<file path="config.mk">
export PLATFORM = sky130hd
export DESIGN_NAME = uart_rx_tagged
export DESIGN_NICKNAME = d
export VERILOG_FILES = /design/src/rtl/uart_rx_pkg.sv /design/src/rtl/uart_rx_sync.sv /design/src/rtl/uart_rx_frame.sv /design/src/rtl/uart_rx_fifo.sv /design/src/rtl/uart_rx_tagged.sv
export SDC_FILE = /design/constraint.sdc
export NUM_CORES = 1
export LEC_CHECK = 0
export BUFFER_PORTS_ARGS = -buffer_cell sky130_fd_sc_hd__buf_2
export CAP_MARGIN = 20
export CORE_MARGIN = 5
export CORE_UTILIZATION = 30
export CTS_CLUSTER_SIZE = 28
export DETAILED_ROUTE_END_ITERATION = 16
export GPL_TIMING_DRIVEN = 0
export PLACE_DENSITY = 0.44
export REMOVE_ABC_BUFFERS = 1
export SYNTH_ARGS = -nofsm -noshare
export SYNTH_HDL_FRONTEND = slang
export SYNTH_HIERARCHICAL = 1
export SYNTH_SLANG_ARGS = --single-unit
</file>
<file path="constraint.sdc">
create_clock -name clk -period 2.8 [get_ports clk]
set_clock_uncertainty 0.15 [all_clocks]
set_input_delay 0.14 -clock clk [delete_from_list [all_inputs] [get_ports clk]]
set_output_delay 0.14 -clock clk [all_outputs]
set_load 0.05 [all_outputs]
</file>
<file path="src/rtl/uart_rx_pkg.sv">
package uart_rx_pkg;
    localparam int unsigned RX_DW = 8;

    typedef struct packed {
        logic             brk;
        logic             ovr;
        logic             frm;
        logic             par;
        logic [RX_DW-1:0] data;
    } rx_entry_t;

    typedef enum logic [2:0] {
        S_IDLE,
        S_START,
        S_DATA,
        S_PAR,
        S_STOP,
        S_HOLD
    } rx_state_e;
endpackage

</file>
<file path="src/rtl/uart_rx_sync.sv">
module uart_rx_sync #(
    parameter int STAGES = 2
) (
    input  logic clk,
    input  logic rst_n,
    input  logic din,
    output logic dout
);
    logic [STAGES-1:0] sync_d, sync_q;

    always_comb begin
        sync_d = {sync_q[STAGES-2:0], din};
    end

    always_ff @(posedge clk or negedge rst_n) begin
        if (!rst_n) sync_q <= '1;
        else        sync_q <= sync_d;
    end

    assign dout = sync_q[STAGES-1];
endmodule

</file>
<file path="src/rtl/uart_rx_frame.sv">
module uart_rx_frame
    import uart_rx_pkg::*;
#(
    parameter int OVS = 16
) (
    input  logic      clk,
    input  logic      rst_n,
    input  logic      go,
    input  logic      line,
    input  logic      tick,
    input  logic [1:0] cfg_len,
    input  logic      cfg_par_en,
    input  logic      cfg_par_odd,
    output logic      push,
    output rx_entry_t entry
);
    localparam int CW = $clog2(OVS);
    localparam logic [CW-1:0] MID  = CW'(OVS/2 - 1);
    localparam logic [CW-1:0] LAST = CW'(OVS - 1);

    typedef struct packed {
        rx_state_e        st;
        logic [CW-1:0]    cnt;
        logic [2:0]       nbit;
        logic [RX_DW-1:0] sh;
        logic [1:0]       len;
        logic             pen;
        logic             podd;
        logic             px;
        logic             allz;
    } frame_t;

    frame_t fr_d, fr_q;
    logic   samp;

    always_comb begin
        fr_d = fr_q;
        samp = tick && (fr_q.cnt == LAST);
        unique case (fr_q.st)
            S_IDLE: begin
                if (go && !line) begin
                    fr_d.st   = S_START;
                    fr_d.cnt  = '0;
                    fr_d.nbit = '0;
                    fr_d.sh   = '0;
                    fr_d.len  = cfg_len;
                    fr_d.pen  = cfg_par_en;
                    fr_d.podd = cfg_par_odd;
                    fr_d.px   = 1'b0;
                    fr_d.allz = 1'b1;
                end
            end
            S_START: begin
                if (tick) begin
                    if (fr_q.cnt == MID) begin
                        fr_d.cnt = '0;
                        fr_d.st  = line ? S_IDLE : S_DATA;
                    end else begin
                        fr_d.cnt = fr_q.cnt + 1'b1;
                    end
                end
            end
            S_DATA: begin
                if (samp) begin
                    fr_d.cnt  = '0;
                    fr_d.sh   = {line, fr_q.sh[RX_DW-1:1]};
                    fr_d.px   = fr_q.px ^ line;
                    fr_d.allz = fr_q.allz & ~line;
                    if (fr_q.nbit == (3'd4 + {1'b0, fr_q.len}))
                        fr_d.st = fr_q.pen ? S_PAR : S_STOP;
                    else
                        fr_d.nbit = fr_q.nbit + 1'b1;
                end else if (tick) begin
                    fr_d.cnt = fr_q.cnt + 1'b1;
                end
            end
            S_PAR: begin
                if (samp) begin
                    fr_d.cnt  = '0;
                    fr_d.px   = fr_q.px ^ line;
                    fr_d.allz = fr_q.allz & ~line;
                    fr_d.st   = S_STOP;
                end else if (tick) begin
                    fr_d.cnt = fr_q.cnt + 1'b1;
                end
            end
            S_STOP: begin
                if (samp) begin
                    fr_d.cnt = '0;
                    fr_d.st  = line ? S_IDLE : S_HOLD;
                end else if (tick) begin
                    fr_d.cnt = fr_q.cnt + 1'b1;
                end
            end
            S_HOLD: begin
                if (line) fr_d.st = S_IDLE;
            end
            default: fr_d.st = S_IDLE;
        endcase
    end

    always_ff @(posedge clk or negedge rst_n) begin
        if (!rst_n) fr_q <= '{st: S_IDLE, default: '0};
        else        fr_q <= fr_d;
    end

    always_comb begin
        push       = (fr_q.st == S_STOP) && samp;
        entry.data = fr_q.sh >> (2'd3 - fr_q.len);
        entry.par  = fr_q.pen & (fr_q.px ^ fr_q.podd);
        entry.frm  = ~line;
        entry.brk  = fr_q.allz & ~line;
        entry.ovr  = 1'b0;
    end

    // a start bit that is high at its midpoint is dropped
    p_start_reject_r2: assert property (@(posedge clk) disable iff (!rst_n)
        (fr_q.st == S_START && tick && fr_q.cnt == MID && line) |=> (fr_q.st == S_IDLE));

    // the bit-position counter advances only on oversampling ticks
    p_cnt_on_tick_r3: assert property (@(posedge clk) disable iff (!rst_n)
        (fr_q.st != S_IDLE && fr_q.st != S_HOLD && !tick) |=> $stable(fr_q.cnt));

    // after a break entry the receiver waits for the line to go high
    p_hold_after_break_r6: assert property (@(posedge clk) disable iff (!rst_n)
        (push && entry.brk) |=> (fr_q.st == S_HOLD));
endmodule

</file>
<file path="src/rtl/uart_rx_fifo.sv">
module uart_rx_fifo
    import uart_rx_pkg::*;
#(
    parameter int DEPTH = 8
) (
    input  logic      clk,
    input  logic      rst_n,
    input  logic      push,
    input  rx_entry_t din,
    input  logic      pop,
    output rx_entry_t dout,
    output logic      empty
);
    localparam int AW = $clog2(DEPTH);
    localparam logic [AW:0] FULL_CNT = (AW+1)'(DEPTH);

    typedef struct packed {
        rx_entry_t [DEPTH-1:0] mem;
        logic [AW-1:0]         wp;
        logic [AW-1:0]         rp;
        logic [AW:0]           cnt;
    } fifo_t;

    fifo_t ff_d, ff_q;
    logic  full, do_push, do_pop;

    always_comb begin
        ff_d    = ff_q;
        full    = (ff_q.cnt == FULL_CNT);
        empty   = (ff_q.cnt == '0);
        do_push = push && !full;
        do_pop  = pop && !empty;
        if (push && full)
            ff_d.mem[ff_q.wp - 1'b1].ovr = 1'b1;
        if (do_push) begin
            ff_d.mem[ff_q.wp] = din;
            ff_d.wp = ff_q.wp + 1'b1;
        end
        if (do_pop)
            ff_d.rp = ff_q.rp + 1'b1;
        ff_d.cnt = ff_q.cnt + {{AW{1'b0}}, do_push} - {{AW{1'b0}}, do_pop};
    end

    always_ff @(posedge clk or negedge rst_n) begin
        if (!rst_n) ff_q <= '0;
        else        ff_q <= ff_d;
    end

    assign dout = ff_q.mem[ff_q.rp];

    // a completion into a full queue never grows it
    p_no_overflow_r7: assert property (@(posedge clk) disable iff (!rst_n)
        (push && full && !pop) |=> $stable(ff_q.cnt));

    // reading an empty queue changes nothing
    p_empty_read_r9: assert property (@(posedge clk) disable iff (!rst_n)
        (pop && empty && !push) |=> (ff_q.cnt == '0 && $stable(ff_q.rp)));
endmodule

</file>
<file path="src/rtl/uart_rx_tagged.sv">
module uart_rx_tagged
    import uart_rx_pkg::*;
#(
    parameter int OVS   = 16,
    parameter int DEPTH = 8,
    parameter int SYNC  = 2
) (
    input  logic       clk,
    input  logic       rst_n,
    input  logic       en,
    input  logic       rx_en,
    input  logic       rxd,
    input  logic       tick,
    input  logic [1:0] cfg_len,
    input  logic       cfg_par_en,
    input  logic       cfg_par_odd,
    input  logic       rd_en,
    output logic [7:0] rd_data,
    output logic       rd_par_err,
    output logic       rd_frm_err,
    output logic       rd_brk,
    output logic       rd_ovr,
    output logic       rd_empty
);
    logic      line_s;
    logic      push;
    rx_entry_t entry_w, head;

    uart_rx_sync #(.STAGES(SYNC)) u_sync (
        .clk(clk), .rst_n(rst_n), .din(rxd), .dout(line_s)
    );

    uart_rx_frame #(.OVS(OVS)) u_frame (
        .clk(clk), .rst_n(rst_n), .go(en & rx_en), .line(line_s), .tick(tick),
        .cfg_len(cfg_len), .cfg_par_en(cfg_par_en), .cfg_par_odd(cfg_par_odd),
        .push(push), .entry(entry_w)
    );

    uart_rx_fifo #(.DEPTH(DEPTH)) u_fifo (
        .clk(clk), .rst_n(rst_n), .push(push), .din(entry_w),
        .pop(rd_en), .dout(head), .empty(rd_empty)
    );

    assign rd_data    = head.data;
    assign rd_par_err = head.par;
    assign rd_frm_err = head.frm;
    assign rd_brk     = head.brk;
    assign rd_ovr     = head.ovr;
endmodule

</file>
* After elaboration in Yosys (flattened, before gate mapping)
Index checks and enable logic that the tools add are counted.
** Storage, ports and cells
- Bits in registers :: 132
- Word-level logic and storage cells :: 149
** Operators by class
- Bitwise logic cells :: 6
- $add $sub $neg :: 9
- Shift-type cells :: 1
- Eq/ne operators :: 20
- Magnitude comparators :: 5
- Multiplexer cells :: 31
- Reduce and logical (&&, ||, !) cells :: 24
** Operators by type and width (count)
- 96-bit bitwise mux :: 2
- 99-bit two-way mux :: 1
- 96-bit two-way mux :: 1
- 12-bit demux with 3-bit select :: 2
- 12-bit binary-select mux with 3-bit select :: 1
- 3-bit two-way mux :: 9
- 12-bit two-way mux :: 2
- 24-bit two-way mux :: 1
- 11-bit two-way mux :: 2
- 11-bit case mux with 2 select lines :: 1
- 3-bit case mux with 6 select lines :: 1
- 2-bit by 1-bit inequality test with 1-bit output (second input constant) :: 7
- 3-bit by 4-bit < comparator with 1-bit output (second input constant) :: 3
- 4-bit two-way mux :: 3
- 4-bit case mux with 3 select lines :: 1
- 3-bit by 1-bit adder with 3-bit output (second input constant) :: 3
- 4-bit equality test (second input constant) :: 2
- 1-bit logical AND :: 8
- 4-bit AND reduction :: 2
- 8-bit AND reduction :: 1
- 8-bit by 2-bit >> shifter with 8-bit output :: 1
- 7-bit two-way mux :: 1
- 3-bit by 2-bit equality test with 1-bit output (second input constant) :: 2
- 3-bit equality test (second input constant) :: 2
- 26 further kinds :: 37

* Longest topological paths before layout
- Depth in word-level cells :: 9
- Depth in mapped cells :: 11
- Depth with buffers taken out :: 11

* By module
Netlist, hierarchy kept.
** Modules (own cells, without submodules)
- uart_rx_fifo :: area an instance 5067.4 µm², cells each 318, instances 1
- uart_rx_frame :: area an instance 1508.9 µm², cells each 163, instances 1
- uart_rx_sync :: area an instance 52.6 µm², cells each 2, instances 1
- uart_rx_tagged :: area an instance 6.3 µm², cells each 1, instances 1

* Worst setup path after synthesis
OpenSTA, ideal clock, no wires.
- Kind :: flip-flop to flip-flop
- Start point :: register u_fifo/ff_q[2] in the netlist's numbering
- End point :: register u_fifo/ff_q[2] in the netlist's numbering
- Arrival :: 2171 ps
- Cell stages (with the launch flop) :: 12
- Required time :: 2527 ps
- Clock period less this slack :: 2444 ps
- Path slack :: 356 ps
- Library setup time :: 123 ps
- Path buffers :: 0
- Cell sequence :: dfrtp_1 > inv_1 > ha_1 > or3b_2 > nand2_1 > inv_1 > ha_1 > inv_1 > ha_1 > inv_1 > fa_1 > xnor2_1
** RTL lines
- start, declared :: line uart_rx_fifo.sv:24 : fifo_t ff_d, ff_q;
- start signal, assigned :: line uart_rx_fifo.sv:45 : if (!rst_n) ff_q <= '0;
- start signal, assigned :: line uart_rx_fifo.sv:46 : else ff_q <= ff_d;

* Final worst setup path
- Start point :: register u_fifo/ff_q[5] in the netlist's numbering
- End point :: output rd_data[6]
** On the way
- Cells in the longest elaborated chain, start to end :: 2
** Ends and longest elaborated chain
- 12-bit binary-select mux with 3-bit select :: line uart_rx_fifo.sv:49 : assign dout = ff_q.mem[ff_q.rp];
- 12-bit two-way mux (implied by the code) :: line uart_rx_fifo.sv:49
- end, declared :: line uart_rx_tagged.sv:18 : output logic [7:0] rd_data,
No other way between the ends. The select of a mux whose other input is x is not followed.

==> results.tsv <==
metric	value	unit
outcome	finished clean	
first_global_vias	4274	
drtPass1Iterations	4	
cp.arrival	2.38	ns
clk_pin_slew	0.06	ns
syn_to_final_growth	17.8	%
core.rowCount	54	
yosysUniqueCellTypes	61	
multi_input_area	0.00309	sq mm
antenna_found_initial	0	
cts_tree	done	
drcViolationCount	0	
setup_viol	0	
gp_congestion	0.732	
required	2.51	ns
area.sequential	0.00331	sq mm
clockBufferDepth	2	
initial_utilization	30.4	%
drt_iter0_drc	133	
clock_power_share	35.5	%
combPwrFrac	23.5	%
core	0.0218	sq mm
via_count	3913	
drv_slew	0	
rsz0062_at_grt	false	
cts_sinks	132	
synth_top_area_cell	dfrtp_1	
dieHeight	159	microns
p_sw_share	32.3	%
peakVddDrop	0.000490	V
synth-seq-cells	132	
startpoint_type	flip-flop	
synth_top_area_share	49.0	%
worstSkewPairLatency	0.42	ns
postRouteAntennaNets	0	
crit_type	flip-flop to primary output	
vias_per_cell	4.82	
end_kind	primary output	
p_switching	2.04	mW
p_per_area	810	mW/mm^2
grt_usage	12.2	%
numCtsBuffers	17	
synthCells	484	
hpwl	9590	microns
fin_cells	811	
slew_headroom	28.7	%
drv_cap	0	
cp_max_fo	15	
num-fill-cells	2118	
grt_overflow_total	0	
avgSynthCellArea	13.7	sq um
die_area	0.0252	sq mm
hp-class	primary input to flip-flop	
max_freq	375	MHz
final.min_clock_period	2.67	ns
grt_max_degree	83	
worst_pin_slew	1.06	ns
grt_pass1_wl	24200	microns
die_x	159	microns
netlist_top_cells_area	dfrtp_1, mux2_2, mux2_1, mux4_2, ha_1	
netlist_area	0.00664	sq mm
synth_async_sr_flop_share	100	%
numPlacedInstances	766	
fin_nets	542	
wl_per_cell	17.9	microns
synth_seq_area_share	49.8	%
utilization	35.8	%
portBuffers	23	
synth_ff_type	dfrtp_1	
synth_edf_count	0	
pwr-share-seq	41.0	%
drive_above_1_share	34.1	%
routed_wirelength	14500	microns
leakage	3.78	nW
hold_violations	0	
root_buffer	clkbuf_16	
hold-worst-slack	0.0880	ns
htreeDepth	4	
diodes	0	
ios	24	
yosys_warnings	6	
period_share	95.3	%
internal_power	4.29	mW
-- critical path: stages (launching register included) --
cell	delay, ns
dfrtp_1	0.88
buf_16	0.24
mux4_2	0.32
mux2_2	0.29
buf_2	0.21
-- timing repair --
item,CTS,global route
hold buffers,7,0
resized for setup,6,5
endpoints found under the hold margin,58,0
buffers inserted,7,0
pin swaps,4,0
endpoints found under the setup margin,74,30
-- final timing paths --
kind / start / end / slack (ns) / cells past startpoint
min reg2reg: u_sync/sync_q[0] / u_sync/sync_q[1] / 0.21 / 0
min: tick / u_frame/fr_q[18] / 0.09 / 4
max: u_fifo/ff_q[5] / rd_data[6] / 0.13 / 4
max in group asynchronous: rst_n / u_fifo/ff_q[4] / 1.61 / 3
max reg2reg: u_frame/fr_q[17] / u_fifo/ff_q[10] / 0.16 / 6
min in group asynchronous: rst_n / u_fifo/ff_q[77] / 0.10 / 2
-- logic make-up (layout without fill, tap and decap cells) --
group / Yosys count / after routing / share of synthesized area, %
buffers and inverters: 52 / 99 / 4.24
XOR/XNOR: 11 / 11 / 1.45
flip-flops: 132 / 132 / 49.8
adder cells (fa/ha/maj): 12 / 12 / 2.38
AND/OR/NAND/NOR: 78 / 78 / 7.62
AO/OA/AOI/OAI: 48 / 48 / 5.05
multiplexers: 150 / 150 / 29.4
other: 1 / 1 / 0.0565
-- power by group through the flow --
stage / combinational [mW] / clock (mW) / sequential (mW)
floorplan: 0.992 / 0 / 2.52
detailed placement: 1.48 / 0 / 2.63
finish: 1.48 / 2.25 / 2.60
global route: 1.66 / 2.40 / 2.66
global placement: 1.26 / 0 / 2.72
CTS: 1.50 / 2.32 / 2.60
-- cell usage after synthesis, types with 2 or more instances --
cell type / number
nor2b_1: 6
nand2_1: 15
dfstp_2: 2
buf_6: 4
buf_4: 13
mux2_2: 64
nand2b_1: 2
nor3_1: 3
nor4_1: 2
inv_2: 2
buf_2: 5
xnor2_1: 8
o21ai_1: 10
o22a_1: 2
and2_1: 4
inv_1: 21
a21o_1: 4
and3_1: 3
ha_1: 11
a41o_1: 8
or3_4: 2
a21oi_1: 9
o21ai_0: 5
nand3_1: 17
mux4_2: 24
mux2i_1: 11
nor2_1: 8
buf_1: 5
mux2_1: 50
dfrtp_1: 130
xor2_1: 3
o21a_1: 2
-- state kept, by name (all words and copies together) (netlist names) --
name,flops
u_fifo/ff_q,106
u_frame/fr_q,24
u_sync/sync_q,2
-- stage by stage --
stage | power (mW) | setup slack [ns] | TNS [ns] | area [sq um]
6_report | 6.33 | 0.132 | 0 | 7810
5_1_grt | 6.73 | 0.00225 | 0 | 7810
2_1_floorplan | 3.51 | 0.219 | 0 | 6440
3_3_place_gp | 3.98 | -0.858 | -93.73 | 6910
3_5_place_dp | 4.11 | -0.476 | -21.62 | 7070
4_1_cts | 6.43 | 0.0261 | 0 | 7800
-- placed cells by master (no fill, tap or decap), types with 4 or more instances in the layout --
cell,instances
clkbuf_16,17
mux2i_1,11
nand2_1,15
mux2_2,64
nor2b_1,5
mux2_1,50
clkinv_2,5
xnor2_1,8
nor2_1,8
and2_1,4
a21oi_1,9
inv_1,21
nand3_1,16
buf_2,23
mux4_2,24
buf_4,7
ha_1,10
a41o_1,8
dlygate4sd3_1,7
dfrtp_1,129
o21ai_1,10
o21ai_0,5
-- per-layer routing --
metal / global-route usage, % / wire [microns] / vias up
li1: - / - / 1837
met1: 16.1 / 6770 / 2015
met2: 19.2 / 6990 / 47
met3: 3.55 / 564 / 14
met4: 3.83 / 201 / 0
met5: 0 / 0 / -
-- layout make-up --
type | instances | area share, %
clock inverters | 10 | 1.68
flip-flops and latches | 132 | 42.4
inverters | 23 | 1.10
repair buffers | 45 | 4.96
multi-input cells | 300 | 39.5
well taps | 280 | 4.48
clock buffers | 21 | 5.89
(Power assumes the default switching activity.)
